File: config.mk
export PLATFORM = sky130hd
export DESIGN_NAME = scl_timing_gen
export DESIGN_NICKNAME = d
export VERILOG_FILES = /design/src/rtl/scl_tg_pkg.sv /design/src/rtl/scl_tg_filter.sv /design/src/rtl/scl_tg_regs.sv /design/src/rtl/scl_tg_phase.sv /design/src/rtl/scl_timing_gen.sv
export SDC_FILE = /design/constraint.sdc
export NUM_CORES = 1
export LEC_CHECK = 0
export ABC_AREA = 1
export BUFFER_PORTS_ARGS = -buffer_cell sky130_fd_sc_hd__buf_2
export CORE_ASPECT_RATIO = 1.5
export CORE_UTILIZATION = 30
export DETAILED_ROUTE_END_ITERATION = 8
export SLEW_MARGIN = 15
export SYNTH_ARGS = -nofsm -noshare
export SYNTH_HDL_FRONTEND = slang
export SYNTH_SLANG_ARGS = --single-unit
File: constraint.sdc
create_clock -name clk -period 9.55 [get_ports clk]
set_clock_uncertainty 0.15 [all_clocks]
set_input_delay 1.91 -clock clk [delete_from_list [all_inputs] [get_ports clk]]
set_output_delay 1.91 -clock clk [all_outputs]
set_load 0.02 [all_outputs]
File: src/rtl/scl_tg_pkg.sv
package scl_tg_pkg;
    parameter int unsigned CNT_W   = 16;
    parameter int unsigned SPK_W   = 8;
    parameter int unsigned ADDR_W  = 4;
    parameter int unsigned DATA_W  = 16;
    parameter int unsigned N_MODES = 3;
    localparam int unsigned PH_W     = CNT_W + 2;
    localparam int unsigned HI_FIXED = 3;

    localparam logic [ADDR_W-1:0] A_CTRL     = 4'd0;
    localparam logic [ADDR_W-1:0] A_SPK_NORM = 4'd7;
    localparam logic [ADDR_W-1:0] A_SPK_HS   = 4'd8;
    localparam logic [ADDR_W-1:0] A_HOLD     = 4'd9;

    typedef enum logic [1:0] {
        SPD_DEF  = 2'b00,
        SPD_STD  = 2'b01,
        SPD_FAST = 2'b10,
        SPD_HIGH = 2'b11
    } speed_e;

    typedef enum logic [1:0] {
        PH_IDLE, PH_LOW, PH_WAIT_HI, PH_HIGH
    } phase_e;

    typedef struct packed {
        logic [CNT_W-1:0] hcnt;
        logic [CNT_W-1:0] lcnt;
        logic [SPK_W-1:0] spk;
        logic [CNT_W-1:0] hold;
    } timing_cfg_t;

    function automatic int unsigned mode_index(speed_e s);
        case (s)
            SPD_HIGH: return 2;
            SPD_FAST: return 1;
            default:  return 0;
        endcase
    endfunction

    function automatic logic [PH_W-1:0] high_len(logic [CNT_W-1:0] h, logic [SPK_W-1:0] s);
        return PH_W'(h) + PH_W'(s) + PH_W'(HI_FIXED);
    endfunction

    function automatic logic [CNT_W-1:0] hold_point(logic [CNT_W-1:0] hold, logic [CNT_W-1:0] lcnt);
        return (hold > lcnt) ? lcnt : hold;
    endfunction
endpackage

File: src/rtl/scl_tg_filter.sv
module scl_tg_filter
    import scl_tg_pkg::*;
(
    input  logic             clk,
    input  logic             rst,
    input  logic             raw,
    input  logic [SPK_W-1:0] len,
    output logic             filt
);
    logic [SPK_W-1:0] run_q;
    logic [SPK_W:0]   need;
    logic             filt_q;

    assign need = (len == '0) ? (SPK_W+1)'(1) : {1'b0, len};
    assign filt = filt_q;

    always_ff @(posedge clk) begin
        if (rst) begin
            filt_q <= 1'b1;
            run_q  <= '0;
        end else if (raw == filt_q) begin
            run_q <= '0;
        end else if (({1'b0, run_q} + 1'b1) >= need) begin
            filt_q <= raw;
            run_q  <= '0;
        end else begin
            run_q <= run_q + 1'b1;
        end
    end

    // the output only ever moves to the value the input carried at that edge
    assert_filt_follow_R6: assert property (@(posedge clk) disable iff (rst)
        (filt_q != $past(filt_q)) |-> (filt_q == $past(raw)));
endmodule

File: src/rtl/scl_tg_regs.sv
module scl_tg_regs
    import scl_tg_pkg::*;
#(
    parameter logic [CNT_W-1:0] RST_HCNT = 16'd40,
    parameter logic [CNT_W-1:0] RST_LCNT = 16'd47,
    parameter logic [SPK_W-1:0] RST_SPK  = 8'd1,
    parameter logic [CNT_W-1:0] RST_HOLD = 16'd2
) (
    input  logic              clk,
    input  logic              rst,
    input  logic              ctl_en,
    input  logic              wr_en,
    input  logic [ADDR_W-1:0] wr_addr,
    input  logic [DATA_W-1:0] wr_data,
    output timing_cfg_t       cfg
);
    logic             wr_ok;
    speed_e           speed_q;
    logic [SPK_W-1:0] spk_norm_q, spk_hs_q;
    logic [CNT_W-1:0] hold_q;
    logic [CNT_W-1:0] hi_q [N_MODES];
    logic [CNT_W-1:0] lo_q [N_MODES];
    int unsigned      sel;

    assign wr_ok = wr_en && !ctl_en;

    for (genvar m = 0; m < N_MODES; m++) begin : g_pair
        localparam logic [ADDR_W-1:0] HI_A = ADDR_W'(1 + 2*m);
        localparam logic [ADDR_W-1:0] LO_A = ADDR_W'(2 + 2*m);
        always_ff @(posedge clk) begin
            if (rst) begin
                hi_q[m] <= RST_HCNT;
                lo_q[m] <= RST_LCNT;
            end else if (wr_ok) begin
                if (wr_addr == HI_A) hi_q[m] <= wr_data[CNT_W-1:0];
                if (wr_addr == LO_A) lo_q[m] <= wr_data[CNT_W-1:0];
            end
        end
    end

    always_ff @(posedge clk) begin
        if (rst) begin
            speed_q    <= SPD_STD;
            spk_norm_q <= RST_SPK;
            spk_hs_q   <= RST_SPK;
            hold_q     <= RST_HOLD;
        end else if (wr_ok) begin
            case (wr_addr)
                A_CTRL:     speed_q    <= speed_e'(wr_data[1:0]);
                A_SPK_NORM: spk_norm_q <= wr_data[SPK_W-1:0];
                A_SPK_HS:   spk_hs_q   <= wr_data[SPK_W-1:0];
                A_HOLD:     hold_q     <= wr_data[CNT_W-1:0];
                default:    ;
            endcase
        end
    end

    always_comb begin
        sel      = mode_index(speed_q);
        cfg.hcnt = hi_q[sel];
        cfg.lcnt = lo_q[sel];
        cfg.spk  = (sel == 2) ? spk_hs_q : spk_norm_q;
        cfg.hold = hold_q;
    end

    // configuration seen by the phase logic is frozen while enabled
    assert_cfg_frozen_R7: assert property (@(posedge clk) disable iff (rst)
        (ctl_en && $past(ctl_en)) |-> $stable(cfg));
endmodule

File: src/rtl/scl_tg_phase.sv
module scl_tg_phase
    import scl_tg_pkg::*;
(
    input  logic        clk,
    input  logic        rst,
    input  logic        ctl_en,
    input  logic        bus_req,
    input  logic        scl_filt,
    input  logic        sda_bit,
    input  timing_cfg_t cfg,
    output logic        scl_oe,
    output logic        sda_oe,
    output logic        sample_stb,
    output logic        drive_stb
);
    phase_e          state_q;
    logic [PH_W-1:0] cnt_q;
    logic [PH_W-1:0] hi_total;
    logic [PH_W-1:0] drive_at;
    logic            sda_oe_q;

    assign hi_total   = high_len(cfg.hcnt, cfg.spk);
    assign drive_at   = PH_W'(hold_point(cfg.hold, cfg.lcnt));
    assign scl_oe     = (state_q == PH_LOW);
    assign sample_stb = (state_q == PH_HIGH) && (cnt_q == (hi_total >> 1));
    assign drive_stb  = (state_q == PH_LOW) && (cnt_q == drive_at);
    assign sda_oe     = sda_oe_q;

    always_ff @(posedge clk) begin
        if (rst) begin
            state_q  <= PH_IDLE;
            cnt_q    <= '0;
            sda_oe_q <= 1'b0;
        end else begin
            case (state_q)
                PH_IDLE: begin
                    cnt_q <= '0;
                    if (bus_req) state_q <= PH_LOW;
                end
                PH_LOW: begin
                    if (cnt_q == PH_W'(cfg.lcnt)) begin
                        state_q <= PH_WAIT_HI;
                        cnt_q   <= '0;
                    end else begin
                        cnt_q <= cnt_q + 1'b1;
                    end
                end
                PH_WAIT_HI: begin
                    cnt_q <= '0;
                    if (scl_filt) state_q <= PH_HIGH;
                end
                default: begin
                    if (cnt_q == hi_total - 1'b1) begin
                        state_q <= bus_req ? PH_LOW : PH_IDLE;
                        cnt_q   <= '0;
                    end else begin
                        cnt_q <= cnt_q + 1'b1;
                    end
                end
            endcase
            if (!ctl_en) begin
                state_q <= PH_IDLE;
                cnt_q   <= '0;
            end
            if (drive_stb) sda_oe_q <= ~sda_bit;
        end
    end

    // the low counter never passes the programmed low count
    assert_low_bound_R2: assert property (@(posedge clk) disable iff (rst)
        (state_q == PH_LOW) |-> (cnt_q <= PH_W'(cfg.lcnt)));
    // high counting begins only after the filter reported SCL high
    assert_wait_filt_R8: assert property (@(posedge clk) disable iff (rst)
        (state_q == PH_HIGH && $past(state_q) == PH_WAIT_HI) |-> $past(scl_filt));
    // the data line follows the bit taken with the drive strobe
    assert_sda_update_R10: assert property (@(posedge clk) disable iff (rst)
        $past(drive_stb) |-> (sda_oe == !$past(sda_bit)));
    // the two strobes never coincide
    assert_stb_excl_R9: assert property (@(posedge clk) disable iff (rst)
        $onehot0({sample_stb, drive_stb}));
    // disabling releases SCL on the next cycle
    assert_disable_idle_R11: assert property (@(posedge clk) disable iff (rst)
        !$past(ctl_en) |-> !scl_oe);
endmodule

File: src/rtl/scl_timing_gen.sv
module scl_timing_gen
    import scl_tg_pkg::*;
#(
    parameter logic [CNT_W-1:0] RST_HCNT = 16'd40,
    parameter logic [CNT_W-1:0] RST_LCNT = 16'd47,
    parameter logic [SPK_W-1:0] RST_SPK  = 8'd1,
    parameter logic [CNT_W-1:0] RST_HOLD = 16'd2
) (
    input  logic        clk,
    input  logic        rst,
    input  logic        ctl_en,
    input  logic        bus_req,
    input  logic        wr_en,
    input  logic [3:0]  wr_addr,
    input  logic [15:0] wr_data,
    input  logic        scl_in,
    input  logic        sda_in,
    input  logic        sda_bit,
    output logic        scl_oe,
    output logic        sda_oe,
    output logic        scl_filt,
    output logic        sda_filt,
    output logic        sample_stb,
    output logic        drive_stb
);
    localparam int unsigned N_LINES = 2;

    timing_cfg_t        cfg;
    logic [N_LINES-1:0] raw_vec;
    logic [N_LINES-1:0] filt_vec;

    assign raw_vec  = {sda_in, scl_in};
    assign scl_filt = filt_vec[0];
    assign sda_filt = filt_vec[1];

    scl_tg_regs #(
        .RST_HCNT(RST_HCNT), .RST_LCNT(RST_LCNT),
        .RST_SPK(RST_SPK),   .RST_HOLD(RST_HOLD)
    ) u_regs (
        .clk(clk), .rst(rst), .ctl_en(ctl_en), .wr_en(wr_en),
        .wr_addr(wr_addr), .wr_data(wr_data), .cfg(cfg)
    );

    for (genvar i = 0; i < N_LINES; i++) begin : g_line
        scl_tg_filter u_filt (
            .clk(clk), .rst(rst), .raw(raw_vec[i]),
            .len(cfg.spk), .filt(filt_vec[i])
        );
    end

    scl_tg_phase u_phase (
        .clk(clk), .rst(rst), .ctl_en(ctl_en), .bus_req(bus_req),
        .scl_filt(filt_vec[0]), .sda_bit(sda_bit), .cfg(cfg),
        .scl_oe(scl_oe), .sda_oe(sda_oe),
        .sample_stb(sample_stb), .drive_stb(drive_stb)
    );
endmodule

==> insert_results.sql, run 1 <==
INSERT INTO impl_metrics (metric_group, metric, value, unit) VALUES
('synth', 'synth_top_area_share', '26.9', '%'),
('global_routing', 'grt_pass1_vias', '9096', ''),
('clocking', 'cts.sink_count', '169', ''),
('timing', 'final.min_clock_period', '7.64', 'ns'),
('layout', 'fin_nets', '1549', ''),
('layout', 'fraction_of_final_layout_cells_with_drive_strength_greater_than_1', '9.03', '%'),
('global_routing', 'grt_pass1_wl', '46600', 'um'),
('clocking', 'cts.reportedPaths.clkPinSlew', '0.07', 'ns'),
('detailed_routing', 'detail-route-antenna-nets', '0', ''),
('die', 'die-area', '36500', 'um2'),
('detailed_routing', 'postRouteWirelength', '29100', 'um'),
('synth', 'post_synthesis_mean_instance_area', '7.39', 'um2'),
('critical_path', 'worst_ep_required_time', '7.49', 'ns'),
('global_routing', 'grt.busiest_layer', 'met2', ''),
('job', 'maxCapViolations', '0', ''),
('clocking', 'clock_tree_from_tritoncts', 'yes', ''),
('critical_path', 'critical_path_class', 'flip-flop to output port', ''),
('power_and_ir_drop', 'vdd_ir_drop_max', '0.000132', 'V'),
('synth', 'syn_nets', '1528', ''),
('place', 'hpwlAfterDp', '23000', 'um'),
('timing', 'report.final.setup_viol', '0', ''),
('die', 'dieHeight', '233', 'um'),
('timing', 'tns', '0', 'ns'),
('synth', 'async_flop_share', '0', '%'),
('timing', 'tightest_slew', '0.823', 'ns'),
('timing', 'finalMaxSlewViolations', '0', ''),
('power_and_ir_drop', 'leak_pwr', '5.29', 'nW'),
('detailed_routing', 'route.detailed.drc', '0', ''),
('clocking', 'ctsLongestPathBuffers', '2', ''),
('die', 'coreArea', '35100', 'um2'),
('die', 'initial_utilization', '30.5', '%'),
('synth', 'count_of_flip_flops_with_a_built_in_enable_after_synthesis', '96', ''),
('timing', 'slew-limit-headroom', '45.0', '%'),
('global_routing', 'grt_start_max_net_pins', '30', ''),
('clocking', 'htree_levels', '4', ''),
('critical_path', 'crit_path_end_kind', 'output port', ''),
('global_routing', 'gr-usage-met2', '32.2', '%'),
('detailed_routing', 'detailroute.via_count', '9296', ''),
('clocking', 'cts_resized', '0', ''),
('synth', 'cell_area_after_technology_mapping', '10700', 'um2'),
('layout', 'antenna_cells_inserted', '0', ''),
('detailed_routing', 'drt_pre_antenna_iters', '5', ''),
('timing', 'layout_worst_path_cycle_share', '80.0', '%'),
('global_routing', 'fraction_of_met1_tracks_used_by_global_routing', '17.9', '%'),
('layout', 'syn_to_final_growth', '11.5', '%'),
('critical_path', 'cp-start-kind', 'flip-flop', ''),
('outcome', 'run_status', 'completed', ''),
('synth', 'synth_cell_types', '55', ''),
('synth', 'synth.top_cells.by_count', 'nand2_1 (349), nor2_1 (208), inv_1 (185)', ''),
('die', 'i_o_pins', '34', ''),
('timing', 'final.setup.worst_slack', '1.91', 'ns'),
('global_routing', 'antenna_found_initial', '0', ''),
('detailed_routing', 'routedWlPerCell', '14.8', 'um'),
('clocking', 'cts_buffers', '17', ''),
('clocking', 'clockRootBuffer', 'clkbuf_16', ''),
('synth', 'synth-seq-area-share', '40.6', '%'),
('synth', 'synthesis.instances', '1450', ''),
('timing', 'finalHoldViolations', '0', ''),
('synth', 'synth-main-ff-cell', 'edfxtp_1', ''),
('die', 'floorplan.rows', '84', ''),
('critical_path', 'timing.critical_path.arrival', '5.58', 'ns'),
('clocking', 'post_cts.repair.setup_buffers', '0', ''),
('global_routing', 'grt_usage', '16.6', '%'),
('global_routing', 'grt.overflow.total', '0', ''),
('die', 'die_width', '156', 'um'),
('global_routing', 'groute.layer.met3.usage', '2.21', '%'),
('place', 'port_buffers', '33', ''),
('detailed_routing', 'via_cell_ratio', '4.75', ''),
('synth', 'ys_ff_latch', '169', ''),
('synth', 'area_contributors_post_synth', 'edfxtp_1 (27%), dfxtp_1 (14%), nand2_1 (12%), nor2_1 (7.3%), inv_1 (6.5%)', ''),
('synth', 'yosysMostFrequentCell', 'nand2_1', ''),
('place', 'gp_congestion', '0.860', ''),
('place', 'preCtsSetupSlack', '2.37', 'ns'),
('detailed_routing', 'drt_first_iter_violations', '354', ''),
('timing', 'setup_repair_after_global_routing_missed_its_margin', 'false', ''),
('clocking', 'post_cts_hold_buffer_count', '0', ''),
('layout', 'core_util_final', '34.0', '%'),
('timing', 'max_freq', '0.131', 'GHz'),
('clocking', 'clock_insertion_delay_worst_skew', '0.45', 'ns'),
('worst_hold_path', 'hp-class', 'flip-flop to flip-flop', ''),
('synth', 'synth_top_area_cell', 'edfxtp_1', ''),
('synth', 'ys.warnings.count', '0', ''),
('power_and_ir_drop', 'power_per_cell_area', '144', 'nW/um2'),
('critical_path', 'critical_path.max_fanout', '26', '');
layout by cell type, fill, tap and decap left out, types with 5 or more instances in the layout:
cell | netlist | routed
xor2_1 | 41 | 41
nand4_1 | 22 | 22
nand3_1 | 102 | 102
nor2_1 | 208 | 208
o21ai_0 | 62 | 62
or2_2 | 11 | 11
nor3_1 | 24 | 24
clkinv_1 | 6 | 6
nor4_1 | 7 | 7
nor2_2 | 16 | 16
inv_8 | 0 | 5
o22ai_1 | 15 | 15
dfxtp_1 | 73 | 73
inv_2 | 8 | 8
edfxtp_1 | 96 | 96
a21oi_1 | 65 | 65
buf_2 | 0 | 33
inv_1 | 185 | 185
ha_1 | 49 | 49
nand2_2 | 14 | 14
nand2_1 | 349 | 349
clkbuf_16 | 0 | 17
xnor2_1 | 5 | 5
worst max-delay path, stage by stage, from the launching register on:
cell and delay [ns]:
dfxtp_1 0.85, nand2_2 0.48, inv_2 0.51, or2_2 0.19
o21ai_0 0.15, inv_1 0.20, fa_1 0.44, inv_1 0.10
ha_1 0.25, inv_1 0.10, o211ai_1 0.08, a21oi_1 0.14
o21ai_0 0.09, a21oi_1 0.12, nand2_1 0.07, nor4_1 0.30
nand4_1 0.13, nor3_1 0.17, nand4_1 0.10, nor2_1 0.10
nand3_1 0.08, nor4_1 0.25, buf_2 0.23
layout make-up:
| class | instances | area, um2 |
|---|---|---|
| Clock inverter | 15 | 173 |
| Clock buffer | 17 | 425 |
| Tap cell | 473 | 592 |
| Multi-Input combinational cell | 1048 | 5470 |
| Sequential cell | 169 | 4340 |
| Timing Repair Buffer | 35 | 180 |
| Fill cell | 3799 | 23200 |
| Inverter | 200 | 753 |
path summary, 6_finish.rpt:
check / startpoint / endpoint / slack (ns) / cells after the start
min reg2reg: u_regs.spk_hs_q[0] / u_regs.spk_hs_q[0] / 0.32 / 2
max reg2reg: u_regs.speed_q[1] / u_phase.cnt_q[0] / 3.86 / 25
min: u_regs.spk_hs_q[0] / u_regs.spk_hs_q[0] / 0.32 / 2
max: u_regs.speed_q[1] / sample_stb / 1.91 / 22
power breakdown:
group / total, mW / switching [mW] / internal (mW)
Clock: 0.693 / 0.341 / 0.353
Combinational: 0.227 / 0.159 / 0.0679
Sequential: 0.804 / 0.0100 / 0.794
Total: 1.72 / 0.510 / 1.21
metal layers:
layer	vias to the layer above	wire length [um]	part of all wire [%]
met5	-	0	0
met4	0	709	2.4
met3	38	730	2.5
met2	140	15700	54
met1	4334	12000	41
li1	4784	-	-
state kept, by name, indices dropped and copies added (netlist names):
| register | count |
|---|---|
| u_regs.hold_q | 16 |
| u_phase.sda_oe | 1 |
| u_phase.state_q | 2 |
| u_regs.lo_q | 48 |
| g_line.u_filt.filt | 2 |
| u_regs.spk_norm_q | 8 |
| g_line.u_filt.run_q | 16 |
| u_regs.spk_hs_q | 8 |
| u_phase.cnt_q | 18 |
| u_regs.speed_q | 2 |
| u_regs.hi_q | 48 |
through the flow:
step	total power [mW]	cells	hold slack [ns]	cell area [um2]
2_1_floorplan	0.983	1450	0.275	10700
3_3_place_gp	1.05	1925	0.304	11300
3_5_place_dp	1.05	1925	0.306	11300
4_1_cts	1.73	1957	0.327	11900
5_1_grt	1.79	1957	0.345	11900
6_report	1.72	1957	0.323	11900
kinds of logic (layout without fill, tap and decap cells):
logic type / count (synthesis) / after routing / synth area share (%)
adder cells (fa/ha/maj): 50 / 50 / 5.91
AND/OR/NAND/NOR: 775 / 775 / 31.6
flip-flops: 169 / 169 / 40.6
XOR/XNOR: 48 / 48 / 4.24
AO/OA/AOI/OAI: 175 / 175 / 9.32
buffers and inverters: 233 / 267 / 8.33
No activity file was read; power rests on OpenSTA's default activity.
==> run 2, diff against run 1 <==
==> constraint.sdc (replaced) <==
create_clock -name clk -period 7.3 [get_ports clk]
set_clock_uncertainty 0.15 [all_clocks]
set_input_delay 1.46 -clock clk [delete_from_list [all_inputs] [get_ports clk]]
set_output_delay 1.46 -clock clk [all_outputs]
set_load 0.02 [all_outputs]
==> run 2 against run 1 <==
Compared with the run above: setup slack worse by 1.2 ns; worst hold slack barely moved; global-route usage rose by 0.19 points; first-iteration DRC count increased by 33%; flip-flop and latch count unchanged; sequential power grew 31%; die area is the same; core utilization up 0.064 points; routed wire length is 0.26% higher; via count increased by 0.87%; critical path type unchanged; largest cell class unchanged.
==> insert_results.sql, run 2 (synthesized netlist as in run 1, its figures left out) <==
INSERT INTO impl_metrics (metric_group, metric, value, unit) VALUES
('global_routing', 'antenna_found_initial', '0', ''),
('clocking', 'post_cts_hold_buffer_count', '0', ''),
('detailed_routing', 'via_cell_ratio', '4.78', ''),
('layout', 'reg_top3', 'u_regs.hi_q x48, u_regs.lo_q x48, u_phase.cnt_q x18', ''),
('timing', 'final.min_clock_period', '6.56', 'ns'),
('place', 'gp_congestion', '0.867', ''),
('critical_path', 'worst_ep_required_time', '5.69', 'ns'),
('clocking', 'clock_tree_from_tritoncts', 'yes', ''),
('place', 'hpwlAfterDp', '23200', 'um'),
('die', 'floorplan.rows', '84', ''),
('critical_path', 'crit_path_end_kind', 'output port', ''),
('clocking', 'ctsLongestPathBuffers', '2', ''),
('layout', 'commonest_non_fill_non_tap_cell_in_the_layout', 'nand2_1', ''),
('clocking', 'cts.sink_count', '169', ''),
('timing', 'layout_worst_path_cycle_share', '89.8', '%'),
('detailed_routing', 'drt_pre_antenna_iters', '5', ''),
('layout', 'fraction_of_final_layout_cells_with_drive_strength_greater_than_1', '9.21', '%'),
('detailed_routing', 'postRouteWirelength', '29100', 'um'),
('timing', 'timing.hold.ws', '0.323', 'ns'),
('global_routing', 'grt_start_max_net_pins', '29', ''),
('detailed_routing', 'detail-route-antenna-nets', '0', ''),
('die', 'die_width', '156', 'um'),
('die', 'i_o_pins', '34', ''),
('detailed_routing', 'route.detailed.drc', '0', ''),
('layout', 'antenna_cells_inserted', '0', ''),
('clocking', 'cts_buffers', '17', ''),
('global_routing', 'grt_pass1_wl', '46900', 'um'),
('clocking', 'clockRootBuffer', 'clkbuf_16', ''),
('worst_hold_path', 'hp-class', 'flip-flop to flip-flop', ''),
('layout', 'most-common-layout-cells', 'nand2_1 (349), nor2_1 (208), inv_1 (185)', ''),
('die', 'die-area', '36500', 'um2'),
('die', 'coreArea', '35100', 'um2'),
('die', 'initial_utilization', '30.5', '%'),
('detailed_routing', 'routedWlPerCell', '14.9', 'um'),
('timing', 'slew-limit-headroom', '47.7', '%'),
('power_and_ir_drop', 'power_per_cell_area', '191', 'nW/um2'),
('critical_path', 'cp-start-kind', 'flip-flop', ''),
('critical_path', 'timing.critical_path.arrival', '4.95', 'ns'),
('timing', 'report.final.setup_viol', '0', ''),
('critical_path', 'critical_path.max_fanout', '26', ''),
('clocking', 'post_cts.repair.setup_buffers', '0', ''),
('layout', 'syn_to_final_growth', '11.7', '%'),
('layout', 'fin_nets', '1552', ''),
('timing', 'tns', '0', 'ns'),
('timing', 'setup_repair_after_global_routing_missed_its_margin', 'false', ''),
('timing', 'max_freq', '0.153', 'GHz'),
('timing', 'finalHoldViolations', '0', ''),
('clocking', 'cts.reportedPaths.clkPinSlew', '0.07', 'ns'),
('clocking', 'cts_resized', '0', ''),
('clocking', 'clock_insertion_delay_worst_skew', '0.45', 'ns'),
('power_and_ir_drop', 'leak_pwr', '5.31', 'nW'),
('detailed_routing', 'drt_first_iter_violations', '471', ''),
('global_routing', 'grt_pass1_vias', '9248', ''),
('power_and_ir_drop', 'vdd_ir_drop_max', '0.000155', 'V'),
('layout', 'layout.filler_cells', '3771', ''),
('outcome', 'run_status', 'completed', ''),
('place', 'port_buffers', '33', ''),
('clocking', 'htree_levels', '4', ''),
('global_routing', 'grt_usage', '16.8', '%'),
('detailed_routing', 'detailroute.via_count', '9377', ''),
('job', 'maxCapViolations', '0', ''),
('die', 'dieHeight', '233', 'um'),
('timing', 'tightest_slew', '0.783', 'ns'),
('critical_path', 'critical_path_class', 'flip-flop to output port', ''),
('timing', 'finalMaxSlewViolations', '0', ''),
('global_routing', 'grt.overflow.total', '0', '');
run 2: cell type report:
class / instances / area (um2) / share of cell area [%]
clock buffer: 17 / 425 / 3.56
clock inverter: 15 / 173 / 1.44
inverter: 200 / 753 / 6.30
multi-input combinational: 1048 / 5470 / 45.7
sequential: 169 / 4340 / 36.3
tap: 473 / 592 / 4.95
timing repair buffer: 38 / 203 / 1.69
run 2: worst max-delay path: stages (launching register included):
cell	delay (ns)
dfxtp_1	0.30
buf_4	0.20
nand2_2	0.40
inv_2	0.11
or2_2	0.28
o21ai_0	0.18
inv_1	0.17
fa_1	0.62
inv_1	0.07
ha_1	0.30
inv_1	0.10
o211ai_1	0.08
a21oi_1	0.13
o21ai_0	0.09
a21oi_1	0.14
nand2_1	0.07
nor4_1	0.28
nand4_1	0.12
nor3_1	0.15
nand4_1	0.10
nor2_1	0.11
nand3_1	0.08
nor4_1	0.17
buf_2	0.22
run 2: path summary, 6_finish.rpt:
check                                          startpoint                   endpoint  slack (ns)  depth (start not counted)
worst max-delay path                    u_regs.speed_q[1]                 sample_stb        0.74                         23
worst min-delay path            g_line[0].u_filt.run_q[0]  g_line[0].u_filt.run_q[0]        0.32                          1
worst max register to register          u_regs.speed_q[1]           u_phase.cnt_q[4]        2.17                         27
worst min register to register  g_line[0].u_filt.run_q[0]  g_line[0].u_filt.run_q[0]        0.32                          1
run 2: layer usage:
metal / vias up / wire length, um / GRT usage, %
met2: 193 / 15500 / 31.8
met4: 0 / 1140 / 8.67
met3: 68 / 894 / 2.49
li1: 4797 / - / -
met5: - / 0 / 0
met1: 4319 / 11600 / 17.7
run 2: through the flow:
step | power, mW | setup WS, ns | utilization [%] | cell area (um2) | std cells
6_report | 2.29 | 0.743 | 34.1 | 12000 | 1960
5_1_grt | 2.38 | 0.211 | 34.1 | 12000 | 1960
4_1_cts | 2.31 | 0.664 | 34.1 | 12000 | 1960
3_5_place_dp | 1.38 | 1.20 | 32.4 | 11400 | 1928
3_3_place_gp | 1.37 | 1.26 | 32.4 | 11400 | 1928
2_1_floorplan | 1.29 | 1.58 | - | 10700 | 1450
run 2: power breakdown:
part | switching [mW] | internal (mW) | total, mW
clock network | 0.417 | 0.517 | 0.934
registers | 0.0127 | 1.04 | 1.05
logic | 0.212 | 0.0892 | 0.301
total | 0.641 | 1.65 | 2.29
==> run 3, diff against run 2 <==
--- a/config.mk
+++ b/config.mk
@@ -5,7 +5,6 @@
 export SDC_FILE = /design/constraint.sdc
 export NUM_CORES = 1
 export LEC_CHECK = 0
-export ABC_AREA = 1
 export BUFFER_PORTS_ARGS = -buffer_cell sky130_fd_sc_hd__buf_2
 export CORE_ASPECT_RATIO = 1.5
 export CORE_UTILIZATION = 30
==> run 3 against run 2 <==
Compared with the run above: critical path depth down 6; sequential power about the same; register-to-register slack worse by 0.95 ns; non-clock buffer count down 2; sequential share of layout area up 0.85 points; die area down 1.7%; synthesized area down 1.7%; clock-buffer cell count up 2; synthesized cell count down 25%; core utilization down 0.056 points; worst hold slack worse by 0.0059 ns; final cell count down 20%; critical path type unchanged; highest routed layer unchanged.
==> insert_results.sql, run 3 <==
INSERT INTO impl_metrics (metric_group, metric, value, unit) VALUES
('outcome', 'run_status', 'completed', ''),
('synth', 'syn_nets', '1166', ''),
('critical_path', 'critical_path.max_fanout', '33', ''),
('critical_path', 'worst_ep_required_time', '5.69', 'ns'),
('die', 'dieHeight', '231', 'um'),
('synth', 'yosysMostFrequentCell', 'edfxtp_1', ''),
('layout', 'syn_to_final_growth', '11.1', '%'),
('clocking', 'cts_buffers', '17', ''),
('worst_hold_path', 'min_delay_path_depth', '2', ''),
('synth', 'synth.top_cells.by_count', 'edfxtp_1 (96), nor2_1 (88), and2_1 (83)', ''),
('global_routing', 'antenna_found_initial', '0', ''),
('clocking', 'clock_tree_from_tritoncts', 'yes', ''),
('power_and_ir_drop', 'power_per_cell_area', '188', 'nW/um2'),
('power_and_ir_drop', 'power_frac_clock', '41.1', '%'),
('power_and_ir_drop', 'net-switching-power', '0.590', 'mW'),
('power_and_ir_drop', 'power.switching_fraction', '26.8', '%'),
('detailed_routing', 'route.detailed.drc', '0', ''),
('power_and_ir_drop', 'leak_pwr', '4.62', 'nW'),
('synth', 'synthesis.instances', '1088', ''),
('synth', 'post_synthesis_mean_instance_area', '9.68', 'um2'),
('synth', 'async_flop_share', '0', '%'),
('place', 'hpwlAfterDp', '20000', 'um'),
('synth', 'cell_area_after_technology_mapping', '10500', 'um2'),
('detailed_routing', 'via_cell_ratio', '4.96', ''),
('global_routing', 'grt_usage', '15.0', '%'),
('die', 'die_width', '155', 'um'),
('synth', 'ys.warnings.count', '0', ''),
('critical_path', 'timing.critical_path.arrival', '5.26', 'ns'),
('timing', 'final.min_clock_period', '6.87', 'ns'),
('clocking', 'cts.reportedPaths.clkPinSlew', '0.07', 'ns'),
('place', 'gp_congestion', '0.850', ''),
('critical_path', 'cp-start-kind', 'flip-flop', ''),
('detailed_routing', 'routedWlPerCell', '16.8', 'um'),
('die', 'initial_utilization', '30.6', '%'),
('global_routing', 'grt_start_max_net_pins', '65', ''),
('critical_path', 'r2r_end', 'u_phase.cnt_q[13]', ''),
('layout', 'reg_top3', 'u_regs.hi_q x48, u_regs.lo_q x48, u_phase.cnt_q x18', ''),
('timing', 'report.final.setup_viol', '0', ''),
('synth', 'area_contributors_post_synth', 'edfxtp_1 (27%), dfxtp_1 (14%), ha_1 (5.8%), xnor2_1 (5.6%), mux2i_1 (5.1%)', ''),
('detailed_routing', 'postRouteWirelength', '26300', 'um'),
('layout', 'design_area', '11700', 'um2'),
('power_and_ir_drop', 'internal-power', '1.61', 'mW'),
('timing', 'tightest_slew', '1.00', 'ns'),
('timing', 'layout_worst_path_cycle_share', '94.1', '%'),
('clocking', 'cts.sink_count', '169', ''),
('worst_hold_path', 'min_to', 'u_phase.sda_oe', ''),
('critical_path', 'critical_path_class', 'flip-flop to output port', ''),
('global_routing', 'grt_pass1_wl', '41400', 'um'),
('clocking', 'htree_levels', '4', ''),
('clocking', 'post_cts_hold_buffer_count', '0', ''),
('global_routing', 'grt_pass1_vias', '7743', ''),
('die', 'die-area', '35900', 'um2'),
('timing', 'finalHoldViolations', '0', ''),
('layout', 'most-common-layout-cells', 'edfxtp_1 (96), nor2_1 (88), and2_1 (83)', ''),
('place', 'numPlacedInstances', '1538', ''),
('layout', 'fin_nets', '1168', ''),
('power_and_ir_drop', 'seq_power_share', '47.8', '%'),
('clocking', 'ctsLongestPathBuffers', '2', ''),
('timing', 'max_freq', '0.146', 'GHz'),
('global_routing', 'grt.overflow.total', '0', ''),
('synth', 'synth_cell_types', '69', ''),
('synth', 'synth-main-ff-cell', 'edfxtp_1', ''),
('die', 'i_o_pins', '34', ''),
('synth', 'synth_top_area_share', '27.4', '%'),
('worst_hold_path', 'hp-class', 'flip-flop to flip-flop', ''),
('timing', 'tns', '0', 'ns'),
('layout', 'fraction_of_final_layout_cells_with_drive_strength_greater_than_1', '8.61', '%'),
('clocking', 'clock_insertion_delay_worst_skew', '0.46', 'ns'),
('timing', 'finalMaxSlewViolations', '0', ''),
('worst_hold_path', 'worst_hold_startpoint', 'u_phase.sda_oe', ''),
('critical_path', 'worst_r2r_startpoint', 'u_regs.speed_q[0]', ''),
('timing', 'timing.hold.ws', '0.317', 'ns'),
('layout', 'post_layout_nonfiller_instances', '1570', ''),
('die', 'floorplan.rows', '83', ''),
('layout', 'commonest_non_fill_non_tap_cell_in_the_layout', 'edfxtp_1', ''),
('timing', 'slew-limit-headroom', '32.8', '%'),
('synth', 'synth-seq-area-share', '41.3', '%'),
('synth', 'synth_top_area_cell', 'edfxtp_1', ''),
('detailed_routing', 'detail-route-antenna-nets', '0', ''),
('detailed_routing', 'drt_first_iter_violations', '392', ''),
('place', 'placedInstanceArea', '11100', 'um2'),
('synth', 'count_of_flip_flops_with_a_built_in_enable_after_synthesis', '96', ''),
('critical_path', 'ff2ff_path_depth', '18', ''),
('detailed_routing', 'detailroute.via_count', '7792', ''),
('critical_path', 'regToRegSetupSlack', '1.22', 'ns'),
('timing', 'setup_repair_after_global_routing_missed_its_margin', 'false', ''),
('detailed_routing', 'drt_pre_antenna_iters', '4', ''),
('place', 'port_buffers', '33', ''),
('clocking', 'clockRootBuffer', 'clkbuf_16', ''),
('power_and_ir_drop', 'power_frac_comb', '11.1', '%'),
('job', 'maxCapViolations', '0', ''),
('layout', 'antenna_cells_inserted', '0', ''),
('synth', 'ys_ff_latch', '169', ''),
('critical_path', 'crit_path_end_kind', 'output port', ''),
('power_and_ir_drop', 'vdd_ir_drop_max', '0.000177', 'V'),
('die', 'coreArea', '34400', 'um2'),
('power_and_ir_drop', 'report.power.total', '2.20', 'mW');
==> run 3: cell count changes after synthesis, sizes merged, moves of 13 or more <==
cell and change:
nand3 -78, a21o +23, a21oi -17, inv -170, nand2 -288, nand2b +18
or3 +17, o21ai -35, xnor2 +62, mux2i +54, and2 +83, and3 +26
nor2 -140, nor2b +13
==> run 3: routing by layer <==
metal | vias to the layer above | part of all wire (%) | global-route usage [%]
li1 | 3891 | - | -
met1 | 3739 | 42 | 16.5
met2 | 117 | 53 | 27.8
met3 | 45 | 2.2 | 2.15
met4 | 0 | 3.3 | 7.70
met5 | - | 0 | 0
==> run 3: cells by family after synthesis <==
logic type                 share of synthesized area, %
buffers and inverters                              2.91
DFF                                                41.3
xor gates and xnor gates                           10.6
muxes                                              6.10
adders and majority gates                          6.01
and+or+nand+nor                                    21.1
AOI/OAI and AO/OA                                  12.0
==> run 3: power groups by stage <==
stage	Clock (mW)	Combinational (mW)	Sequential, mW
4_1_cts	0.916	0.246	1.05
3_5_place_dp	0	0.245	1.07
5_1_grt	0.951	0.270	1.05
2_1_floorplan	0	0.175	1.07
6_report	0.903	0.244	1.05
3_3_place_gp	0	0.241	1.07
==> run 3: worst max path at each step <==
stage                            from    endpoint  slack [ns]
floorplan           u_regs.speed_q[0]  sample_stb        0.20
global placement    u_regs.speed_q[0]  sample_stb        0.70
detailed placement  u_regs.speed_q[0]  sample_stb        0.67
CTS                 u_regs.speed_q[0]  sample_stb        0.16
global route        u_regs.speed_q[0]  sample_stb        0.02
finish              u_regs.speed_q[0]  sample_stb        0.43
==> run 3: area by class of cell <==
class	instances	area [um2]
Tap cell	467	584
Timing Repair Buffer	36	195
Clock buffer	19	464
Sequential cell	169	4350
Multi-Input combinational cell	842	5890
Clock inverter	13	120
Fill cell	3514	22700
Inverter	24	90.1
==> run 3: metrics by stage <==
step	setup slack [ns]	utilization [%]
global route	0.0225	34.0
global placement	0.697	32.3
detailed placement	0.667	32.3
finish	0.433	34.0
CTS	0.157	34.0
floorplan	0.201	-
==> run 3: critical path, stage by stage (launching register included) <==
cell	delay (ns)
dfxtp_2	0.34
buf_6	0.36
mux2i_1	0.23
a21oi_1	0.09
ha_1	0.24
fa_1	0.48
a21o_1	0.23
a2111oi_0	0.48
or3_1	0.34
o2111ai_2	0.29
or2_2	0.42
nor3_2	0.31
xnor2_1	0.26
xnor2_1	0.10
nor3_1	0.16
nand4_1	0.12
nor2_1	0.15
buf_2	0.18
==> run 3: what timing repair did <==
item	in CTS	in global routing
buffers inserted	0	0
endpoints found under the hold margin	0	0
gates resized for setup	0	4
setup endpoints to repair	0	1
